File: src/rtl/rtcemu_pkg.sv
`timescale 1ns/1ps
package rtcemu_pkg;
  localparam int FLAG_W   = 16;
  localparam int UPD_BIT  = 4;
  localparam int ALM_BIT  = 5;
  localparam int PER_BIT  = 6;
  localparam int SUM_BIT  = 7;
  localparam int CNT_LSB  = 8;
  localparam int RATE_W   = 4;
  localparam int RATE_MIN = 1;
  localparam int RATE_MAX = 13;
  localparam int RATE_REF = 6;   // code of the default poll rate
  localparam int LIM_W    = 6;

  typedef enum logic [1:0] {
    DL_IDLE  = 2'd0,
    DL_WAIT  = 2'd1,
    DL_CATCH = 2'd2
  } dl_state_e;
endpackage

File: src/rtl/rtcemu_rate.sv
`timescale 1ns/1ps
module rtcemu_rate
  import rtcemu_pkg::*;
#(
  parameter int CW      = 16,
  parameter int BASE_IV = 128
) (
  input  logic [RATE_W-1:0] rate_i,
  input  logic              per_en_i,
  output logic [CW-1:0]     iv_o,
  output logic [LIM_W-1:0]  limit_o
);
  localparam logic [CW-1:0] BASE = CW'(BASE_IV);

  logic [RATE_W-1:0] code;

  always_comb begin
    code = rate_i;
    if (rate_i < RATE_W'(RATE_MIN)) code = RATE_W'(RATE_MIN);
    if (rate_i > RATE_W'(RATE_MAX)) code = RATE_W'(RATE_MAX);
  end

  always_comb begin
    iv_o    = BASE;
    limit_o = '0;
    if (code <= RATE_W'(RATE_REF)) begin
      limit_o = LIM_W'(1) << (RATE_W'(RATE_REF) - code);
    end else if (per_en_i) begin
      iv_o = BASE >> (code - RATE_W'(RATE_REF));
    end
  end
endmodule

File: src/rtl/rtcemu_deadline.sv
`timescale 1ns/1ps
module rtcemu_deadline
  import rtcemu_pkg::*;
#(
  parameter int CW = 16
) (
  input  logic          clk,
  input  logic          rst_n,
  input  logic [CW-1:0] now_i,
  input  logic [CW-1:0] iv_i,
  input  logic          any_en_i,
  output logic          svc_o,
  output logic [CW-1:0] lost_o,
  output logic          timer_on_o
);
  dl_state_e          st_q, st_d;
  logic [CW-1:0]        dl_q, dl_d;
  logic [CW-1:0]        lost_q, lost_d;
  logic                 dl_en, lost_en;
  logic signed [CW-1:0] gap;

  assign gap = now_i - dl_q;

  always_comb begin
    st_d    = st_q;
    dl_d    = dl_q;
    lost_d  = lost_q;
    dl_en   = 1'b0;
    lost_en = 1'b0;
    svc_o   = 1'b0;
    case (st_q)
      DL_IDLE: begin
        if (any_en_i) begin
          dl_d  = now_i + iv_i;
          dl_en = 1'b1;
          st_d  = DL_WAIT;
        end
      end
      DL_WAIT: begin
        if (!any_en_i) begin
          st_d = DL_IDLE;
        end else if (gap >= 0) begin
          dl_d    = dl_q + iv_i;
          dl_en   = 1'b1;
          lost_d  = '0;
          lost_en = 1'b1;
          st_d    = DL_CATCH;
        end
      end
      DL_CATCH: begin
        if (!any_en_i) begin
          st_d = DL_IDLE;
        end else if (gap > 0) begin
          dl_d    = dl_q + iv_i;
          dl_en   = 1'b1;
          lost_d  = lost_q + 1'b1;
          lost_en = 1'b1;
        end else begin
          svc_o = 1'b1;
          st_d  = DL_WAIT;
        end
      end
      default: st_d = DL_IDLE;
    endcase
  end

  always_ff @(posedge clk or negedge rst_n) begin
    if (!rst_n) begin
      st_q   <= DL_IDLE;
      dl_q   <= '0;
      lost_q <= '0;
    end else begin
      st_q <= st_d;
      if (dl_en)   dl_q   <= dl_d;
      if (lost_en) lost_q <= lost_d;
    end
  end

  assign lost_o     = lost_q;
  assign timer_on_o = (st_q != DL_IDLE);
endmodule

File: src/rtl/rtcemu_pdiv.sv
`timescale 1ns/1ps
module rtcemu_pdiv
  import rtcemu_pkg::*;
#(
  parameter int CW = 16
) (
  input  logic             clk,
  input  logic             rst_n,
  input  logic             svc_i,
  input  logic             per_en_i,
  input  logic [CW-1:0]    lost_i,
  input  logic [LIM_W-1:0] limit_i,
  output logic             hit_o
);
  localparam int DW = CW + 1;

  logic [DW-1:0] cnt_q, cnt_d, sum;
  logic          cnt_en;

  always_comb begin
    sum    = cnt_q + DW'(lost_i) + DW'(1);
    hit_o  = svc_i && per_en_i && (sum >= DW'(limit_i));
    cnt_en = svc_i && per_en_i;
    cnt_d  = hit_o ? '0 : sum;
  end

  always_ff @(posedge clk or negedge rst_n) begin
    if (!rst_n)      cnt_q <= '0;
    else if (cnt_en) cnt_q <= cnt_d;
  end
endmodule

File: src/rtl/rtcemu_flags.sv
`timescale 1ns/1ps
module rtcemu_flags
  import rtcemu_pkg::*;
#(
  parameter int TW = 6
) (
  input  logic              clk,
  input  logic              rst_n,
  input  logic              svc_i,
  input  logic              per_hit_i,
  input  logic              en_upd_i,
  input  logic              en_alm_i,
  input  logic [TW-1:0]     hh_i,
  input  logic [TW-1:0]     mm_i,
  input  logic [TW-1:0]     ss_i,
  input  logic [TW-1:0]     alm_hh_i,
  input  logic [TW-1:0]     alm_mm_i,
  input  logic [TW-1:0]     alm_ss_i,
  input  logic              ack_i,
  output logic              irq_o,
  output logic [FLAG_W-1:0] flags_o
);
  logic [FLAG_W-1:0] flags_q, flags_d, src;
  logic [TW-1:0]     prev_q, prev_d;
  logic              irq_q, irq_d;
  logic              new_upd, new_alm, ev;

  always_comb begin
    new_upd = svc_i && en_upd_i && (ss_i != prev_q);
    new_alm = svc_i && en_alm_i && (hh_i == alm_hh_i) &&
              (mm_i == alm_mm_i) && (ss_i == alm_ss_i);
    ev      = new_upd || new_alm || per_hit_i;
    src     = '0;
    src[UPD_BIT] = new_upd;
    src[ALM_BIT] = new_alm;
    src[PER_BIT] = per_hit_i;
    flags_d = ack_i ? '0 : flags_q;
    if (ev) begin
      flags_d = flags_d | src;
      flags_d[SUM_BIT] = 1'b1;
      flags_d[FLAG_W-1:CNT_LSB] = (FLAG_W-CNT_LSB)'(1);
    end
    irq_d  = ev;
    prev_d = new_upd ? ss_i : prev_q;
  end

  always_ff @(posedge clk or negedge rst_n) begin
    if (!rst_n) begin
      flags_q <= '0;
      prev_q  <= '0;
      irq_q   <= 1'b0;
    end else begin
      flags_q <= flags_d;
      prev_q  <= prev_d;
      irq_q   <= irq_d;
    end
  end

  assign irq_o   = irq_q;
  assign flags_o = flags_q;
endmodule

File: src/rtl/rtcemu_core.sv
`timescale 1ns/1ps
module rtcemu_core
  import rtcemu_pkg::*;
#(
  parameter int CW      = 16,
  parameter int BASE_IV = 128,
  parameter int TW      = 6
) (
  input  logic              clk,
  input  logic              rst_n,
  input  logic [CW-1:0]     now_i,
  input  logic              en_upd_i,
  input  logic              en_alm_i,
  input  logic              en_per_i,
  input  logic [RATE_W-1:0] rate_i,
  input  logic [TW-1:0]     hh_i,
  input  logic [TW-1:0]     mm_i,
  input  logic [TW-1:0]     ss_i,
  input  logic [TW-1:0]     alm_hh_i,
  input  logic [TW-1:0]     alm_mm_i,
  input  logic [TW-1:0]     alm_ss_i,
  input  logic              ack_i,
  output logic              irq_o,
  output logic [FLAG_W-1:0] flags_o,
  output logic              timer_on_o
);
  logic             rst_s0, rst_sync_n;
  logic [CW-1:0]    iv, lost;
  logic [LIM_W-1:0] limit;
  logic             svc, per_hit, any_en;

  // reset asserts at once, releases on the clock
  always_ff @(posedge clk or negedge rst_n) begin
    if (!rst_n) begin
      rst_s0     <= 1'b0;
      rst_sync_n <= 1'b0;
    end else begin
      rst_s0     <= 1'b1;
      rst_sync_n <= rst_s0;
    end
  end

  assign any_en = en_upd_i || en_alm_i || en_per_i;

  rtcemu_rate #(.CW(CW), .BASE_IV(BASE_IV)) i_rate (
    .rate_i  (rate_i),
    .per_en_i(en_per_i),
    .iv_o    (iv),
    .limit_o (limit)
  );

  rtcemu_deadline #(.CW(CW)) i_deadline (
    .clk       (clk),
    .rst_n     (rst_sync_n),
    .now_i     (now_i),
    .iv_i      (iv),
    .any_en_i  (any_en),
    .svc_o     (svc),
    .lost_o    (lost),
    .timer_on_o(timer_on_o)
  );

  rtcemu_pdiv #(.CW(CW)) i_pdiv (
    .clk     (clk),
    .rst_n   (rst_sync_n),
    .svc_i   (svc),
    .per_en_i(en_per_i),
    .lost_i  (lost),
    .limit_i (limit),
    .hit_o   (per_hit)
  );

  rtcemu_flags #(.TW(TW)) i_flags (
    .clk      (clk),
    .rst_n    (rst_sync_n),
    .svc_i    (svc),
    .per_hit_i(per_hit),
    .en_upd_i (en_upd_i),
    .en_alm_i (en_alm_i),
    .hh_i     (hh_i),
    .mm_i     (mm_i),
    .ss_i     (ss_i),
    .alm_hh_i (alm_hh_i),
    .alm_mm_i (alm_mm_i),
    .alm_ss_i (alm_ss_i),
    .ack_i    (ack_i),
    .irq_o    (irq_o),
    .flags_o  (flags_o)
  );
endmodule

File: config.mk
export PLATFORM = sky130hd
export DESIGN_NAME = rtcemu_core
export DESIGN_NICKNAME = d
export VERILOG_FILES = /design/src/rtl/rtcemu_pkg.sv /design/src/rtl/rtcemu_rate.sv /design/src/rtl/rtcemu_deadline.sv /design/src/rtl/rtcemu_pdiv.sv /design/src/rtl/rtcemu_flags.sv /design/src/rtl/rtcemu_core.sv
export SDC_FILE = /design/constraint.sdc
export NUM_CORES = 1
export LEC_CHECK = 0
export ABC_AREA = 0
export BUFFER_PORTS_ARGS = -buffer_cell sky130_fd_sc_hd__buf_2
export CAP_MARGIN = 25
export CORE_MARGIN = 2
export CORE_UTILIZATION = 24
export CTS_CLUSTER_DIAMETER = 150
export DETAILED_ROUTE_END_ITERATION = 6
export PLACE_DENSITY = 0.4
export SLEW_MARGIN = 30
export SYNTH_ARGS = -nofsm -noshare
export SYNTH_HDL_FRONTEND = slang
export SYNTH_SLANG_ARGS = --single-unit
File: constraint.sdc
create_clock -name clk -period 1.79 [get_ports clk]
set_input_delay 0.4475 -clock clk [delete_from_list [all_inputs] [get_ports clk]]
set_output_delay 0.4475 -clock clk [all_outputs]
set_load 0.1 [all_outputs]
==> results of run 1 <==
-- cell type report --
| class | instances | area, µm² |
|---|---|---|
| well taps | 330 | 412.9 |
| inverters | 60 | 237.7 |
| flip-flops and latches | 64 | 1603 |
| repair buffers | 318 | 2395 |
| fillers | 2617 | 15390 |
| multi-input cells | 614 | 4946 |
| clock buffers | 9 | 225.2 |
| clock inverters | 7 | 47.55 |
-- Yosys cell counts, drive strengths merged (10+ instances only) --
library cell and number:
xor2 23, mux2i 10, nand4 17, a21oi 45, nand3 19, a21o 12, nor3 21, mux2 19
clkbuf 15, a211oi 10, nor2 57, dfrtp 64, and2 14, buf 17, and3 13, nand2 59
inv 60, o21ai 48, o211ai 13, ha 51, xnor2 20, nand2b 20
-- logic make-up after synthesis --
logic type	after synthesis
AND/OR/NAND/NOR	267
AO/OA/AOI/OAI	206
buffers and inverters	92
flip-flops	64
adder cells (fa/ha/maj)	54
XOR/XNOR	43
multiplexers	29
other	2
-- flip-flops by register name, indices dropped and copies added, names as in the netlist --
signal,flops
i_pdiv.cnt_q,17
i_deadline.lost_o,16
i_flags.flags_o,4
i_deadline.dl_q,16
i_deadline.st_q,2
rst_sync_n,1
rst_s0,1
i_flags.prev_q,6
i_flags.irq_o,1
-- cell usage in the layout, fill, tap and decap left out, types with 16 or more instances in the layout --
cell        n
buf_4     229
buf_2      67
dfrtp_1    63
nand2_1    52
inv_1      51
nor2_1     50
ha_1       44
a21oi_1    33
xor2_1     22
o21ai_0    21
nor3_1     20
xnor2_1    19
nand2b_1   16
nand4_1    16
-- layer usage --
| layer | GRT usage (%) | vias up | share of wire, % |
|---|---|---|---|
| met2 | 26.59 | 61 | 50 |
| met5 | 0 | - | 0 |
| met3 | 2.059 | 20 | 1.6 |
| met1 | 19.53 | 3042 | 46 |
| met4 | 4.941 | 0 | 2.0 |
| li1 | - | 3363 | - |
-- path summary, 6_finish.rpt --
check / start / to / slack [ns]
hold reg to reg: rst_sync_n / i_pdiv.cnt_q[5] / 0.27
min in group clk: ack_i / i_flags.flags_o[4] / 0.34
hold / removal: rst_sync_n / i_pdiv.cnt_q[5] / 0.27
max in group asynchronous: rst_sync_n / i_deadline.st_q[1] / 1.22
setup / recovery: i_pdiv.cnt_q[1] / i_pdiv.cnt_q[2] / -2.00
setup reg to reg: i_pdiv.cnt_q[1] / i_pdiv.cnt_q[2] / -2.00
-- report_power, final --
part	leakage (nW)	switching (W)	internal, W
clock	0.132	0.000742	0.000937
sequential	0.840	0.000217	0.00184
combinational	3.73	0.00586	0.00564
-- worst max-delay path, stage by stage, from the launching register on --
cell	delay, ns
dfrtp_1	0.38
ha_1	0.29
nor2b_4	0.13
o31a_1	0.27
o21ai_2	0.16
buf_4	0.12
buf_4	0.09
buf_4	0.10
buf_4	0.10
buf_4	0.09
buf_4	0.09
buf_4	0.08
buf_4	0.09
buf_4	0.09
a21oi_2	0.06
a311oi_1	0.38
mux2i_1	0.29
nand3_2	0.21
or2_4	0.35
o41ai_2	0.31
-- timing repair --
item / 4_1_cts / 5_1_grt
resized for setup: 80 / 50
buffers inserted: 18 / 10
pin swaps: 36 / 33
hold buffers: 1 / 0
hold endpoints to repair: 2 / 0
setup endpoints to repair: 62 / 62
cloned: 6 / 0
-- stage by stage --
step / std cells / instance area [µm²] / total power, W / util, % / hold slack, ns
floorplan: 767 / 6569 / 0.008023 / - / 0.1519
global placement: 1358 / 8805 / 0.01170 / 34.86 / 0.2344
detailed placement: 1358 / 8805 / 0.01163 / 34.86 / 0.2367
CTS: 1398 / 9646 / 0.01500 / 38.19 / 0.3028
global route: 1402 / 9867 / 0.01644 / 39.07 / 0.3296
finish: 1402 / 9867 / 0.01524 / 39.07 / 0.2697
==> metrics, run 1 <==
outcome complete, but fails checks; failing checks setup timing; Peak VDD IR roughly 0.94 mV; Crit Path Class reg2reg; TritonCTS clock tree built; mux contribution to synthesized area 5.132%; antenna violations before repair 0; Ys Warns 0; number of nets in the layout between 1000 and 1500; Die X 164.6 µm; Initial Util between 20% and 30%; Worst slew margin approximately 64%; Req. time, crit path about 2 ns; Leakage 4.704 nW; Yosys reg bits between 60 and 70; fmax about 260 MHz; worst-path maximum fanout 6; first-pass GRT wire length between 30000 and 40000 µm; post-route antenna net violation count 0; Cells after Synth between 700 and 800; Most used DFF post-synth dfrtp_1; asr flop ratio synth between 90% and 100%; max-cap viol count 0; Pwr Density approximately 1500 nW/µm²; largest cells by area after synthesis dfrtp_1, ha_1, inv_1; Mapped Area between 6000 and 7000 µm²; DIE AREA ~27000 µm²; setup tns final -101.46 ns; period utilization 211.5%; Global Route Usage Sum ~15%; P&R area growth vs syn 59.35%; RSZ-0062 raised after global routing true; DRC 0; largest family of logic cells by synthesized area compound AO/OA/AOI/OAI gates; clk buf depth 2; root buffer cell clkbuf_16; share of the synthesized area in the top cell type between 20% and 30%; Setup crit end kind register; via count 6486; H-tree levels 3; simple-gate share of the synthesized area 22.41%; Port Buffers 68; CTS Sinks 64; routability cong. about 0.8; post-route setup slack -1.996 ns; Worst-path clk slew 0.06 ns; Post-synth EDFFs 0; Num CTS Buffers 9; Pre-Repair DR Iteration Count 4; Total Wirelength about 20000 µm; vias in the first global route between 6000 and 7000; Synth Area in Compound Gates about 23%; core area roughly 25000 µm²; Final Hold Vio Count 0; HP Class reg2async; final setup fails 62; pin count of the biggest net entering global routing 63; adder-cell share of the synthesized area between 10% and 20%; IO Count 80; DR vias/cell ~4.6; hpwl dp between 15000 and 20000 µm; area leader, netlist dfrtp_1; Initial DRC Count approximately 310; share of post-route cells with drive strength above 1 between 40% and 50%; Slew Limit Fails 0; worst skew pair latency approximately 0.35 ns; Synth Area in XOR/XNOR 6.082%; Netlist cell types 79; DR WL/cell 14.34 µm; worst slew pin tran 0.5329 ns; DIE HEIGHT between 150 and 200 µm; Setup Skew ~0.01 ns; post-synthesis sequential area ratio between 20 and 30%; Syn Area/Cell approximately 8.2 µm²; reg2reg path depth 19; Final Critical Period approximately 3.8 ns; Inserted Diodes 0; Rows 58; GR Overflow Total 0; arrival time worst endpoint about 4.0 ns; Placement Setup Slack -2.358 ns; crit path launch type register
Note: power is estimated with default switching activity, not from simulation.
==> inputs of run 2 (changes only) <==
--- a/config.mk
+++ b/config.mk
@@ -8,11 +8,13 @@
 export ABC_AREA = 0
 export BUFFER_PORTS_ARGS = -buffer_cell sky130_fd_sc_hd__buf_2
 export CAP_MARGIN = 25
+export CELL_PAD_IN_SITES_DETAIL_PLACEMENT = 0
+export CELL_PAD_IN_SITES_GLOBAL_PLACEMENT = 1
 export CORE_MARGIN = 2
-export CORE_UTILIZATION = 24
+export CORE_UTILIZATION = 40
 export CTS_CLUSTER_DIAMETER = 150
 export DETAILED_ROUTE_END_ITERATION = 6
-export PLACE_DENSITY = 0.4
+export PLACE_DENSITY = 0.77
 export SLEW_MARGIN = 30
 export SYNTH_ARGS = -nofsm -noshare
 export SYNTH_HDL_FRONTEND = slang
==> metrics, run 2 (same netlist as run 1, synthesis figures left out) <==
first-pass GRT wire length 33810 µm (+3.3%); Placement Setup Slack -2.069 ns (+0.2890 ns); core area 15150 µm² (-40%); share of post-route cells with drive strength above 1 44.35% (-1.5 points); arrival time worst endpoint 4.02 ns (about the same); crit-path cells buf_4 > inv_2 > fa_2 > and2b_2 > o31a_1 > a21o_1 > inv_1 > ha_1 > nand4_1 > nor2_1 > nor2_1 > a21boi_1 > nor4_2 > nand4_1 > or3_4 > or2_4 > o41ai_2; Biggest register i_pdiv.cnt_q; Worst-path clk slew 0.06 ns (about the same); commonest cells after routing, fill and taps aside buf_4, buf_2, dfrtp_1; most common cell after layout, fill and taps aside buf_4; Pwr Density 1619 nW/µm² (+4.8%); H-tree levels 3 (unchanged); TritonCTS clock tree built; Final Hold Vio Count 0 (unchanged); total power 0.01552 W (+1.9%); max-cap viol count 0 (unchanged); DIE HEIGHT 128.4 µm (-22%); GR Overflow Total 0 (unchanged); IO Count 80 (unchanged); Die X 128.4 µm (-22%); post-route setup slack -1.992 ns (+0.003660 ns); Rows 45 (-22%); Initial DRC Count 278 (-11%); final setup fails 62 (unchanged); CTS Sinks 64 (unchanged); CP max-delay cell or3_4; Crit Path Class reg2reg; hpwl dp 15930 µm (+3.2%); pin count of the biggest net entering global routing 63 (unchanged); post-route antenna net violation count 0 (unchanged); DR WL/cell 16.53 µm (+15%); reg2reg path depth 17 (-2); Setup Skew 0.007814 ns (-0.002421 ns); routability cong. 0.9256 (+15%); Global Route Usage Sum 25.63% (+10 points); failing checks setup timing; period utilization 211.3% (about the same); Leakage 4.690 nW (-0.30%); worst-path maximum fanout 6 (unchanged); Total Wirelength 20810 µm (+3.5%); Initial Util 40.88% (+16 points); RSZ-0062 raised after global routing true; Slew Limit Fails 0 (unchanged); worst slew pin tran 0.5691 ns (+0.03622 ns); clk buf depth 2 (unchanged); root buffer cell clkbuf_16; Largest register FFs 17 (unchanged); Req. time, crit path 2.03 ns (about the same); Inserted Diodes 0 (unchanged); worst skew pair latency 0.35 ns (about the same); number of nets in the layout 1182 (-0.085%); Worst slew margin 61.73% (-2.7 points); Port Buffers 68 (unchanged); antenna violations before repair 0 (unchanged); vias in the first global route 7094 (+8.0%); P&R area growth vs syn 54.86%; DRC 0 (unchanged); Peak VDD IR 1.059 mV (+13%); crit path launch type register; outcome complete, but fails checks; critical path depth 17 (-2); HP Class reg2async; fmax 264.4 MHz (about the same); Final Critical Period 3.782 ns (-0.003660 ns); CP bufs+invs 3 (-6); DR vias/cell 5.442 (+18%); Pre-Repair DR Iteration Count 4 (unchanged); Crit path max-delay family simple AND/OR/NAND/NOR gates; Setup crit end kind register; Fillers 1307 (-50%); Num CTS Buffers 9 (unchanged); crit-path max cell delay 0.40 ns (+0.02 ns); via count 6851 (+5.6%); DIE AREA 16490 µm² (-39%); utilization after layout 63.31% (+24 points)
run 2: worst paths after layout:
kind / from / to / slack [ns]
worst max-delay path: i_deadline.lost_o[1] / i_pdiv.cnt_q[2] / -1.99
worst min-delay path: rst_sync_n / i_pdiv.cnt_q[0] / 0.27
worst max register to register: i_deadline.lost_o[1] / i_pdiv.cnt_q[2] / -1.99
worst min register to register: rst_sync_n / i_pdiv.cnt_q[0] / 0.27
max in group asynchronous: rst_sync_n / i_flags.prev_q[2] / 1.21
min in group clk: ack_i / i_flags.flags_o[4] / 0.33
run 2: per-stage QoR:
stage                     instance area [µm²]  hold WS (ns)  instances  TNS, ns
after floorplan                          6569        0.1519        767   -99.37
after detailed placement                 8652        0.2340       1221  -117.61
after global placement                   8652        0.2364       1221  -112.61
after global routing                     9589        0.3214       1259  -111.76
after CTS                                9335        0.3027       1251  -101.96
final                                    9589        0.2725       1259  -103.68
run 2: power by group:
part           total [W]  switching, W  leakage, nW  internal (W)
clock            0.00209      0.000691        0.170       0.00140
combinational     0.0114       0.00591         3.68       0.00545
sequential       0.00208      0.000238        0.840       0.00184
total             0.0155       0.00684         4.69       0.00869
run 2: layout make-up:
cell class	instances	area (µm²)	area share (%)
multi-input cells	614	4852	50.60
repair buffers	317	2315	24.14
flip-flops and latches	64	1603	16.71
clock buffers	11	242.7	2.531
inverters	60	237.7	2.479
well taps	188	235.2	2.453
clock inverters	5	103.9	1.083
run 2: worst register-to-register path, stage by stage (launching register included):
cell,delay (ns)
dfrtp_1,0.38
buf_4,0.16
inv_2,0.06
fa_2,0.20
and2b_2,0.24
o31a_1,0.30
a21o_1,0.18
inv_1,0.05
ha_1,0.23
nand4_1,0.13
nor2_1,0.06
nor2_1,0.17
a21boi_1,0.11
nor4_2,0.26
nand4_1,0.15
or3_4,0.40
or2_4,0.32
o41ai_2,0.29
run 2: what timing repair did:
item,in CTS,in global routing
hold endpoints to repair,2,0
pin swaps,20,22
endpoints found under the setup margin,62,62
gates resized for setup,54,52
hold buffers,1,0
cloned,5,0
setup buffers,8,11
run 2: metal layers:
layer | global-route usage (%) | share of wire [%] | up-vias
met5 | 0 | 0 | -
met4 | 11.18 | 2.6 | 0
met1 | 30.94 | 43 | 3328
li1 | - | - | 3350
met3 | 3.992 | 2.8 | 36
met2 | 45.24 | 52 | 137
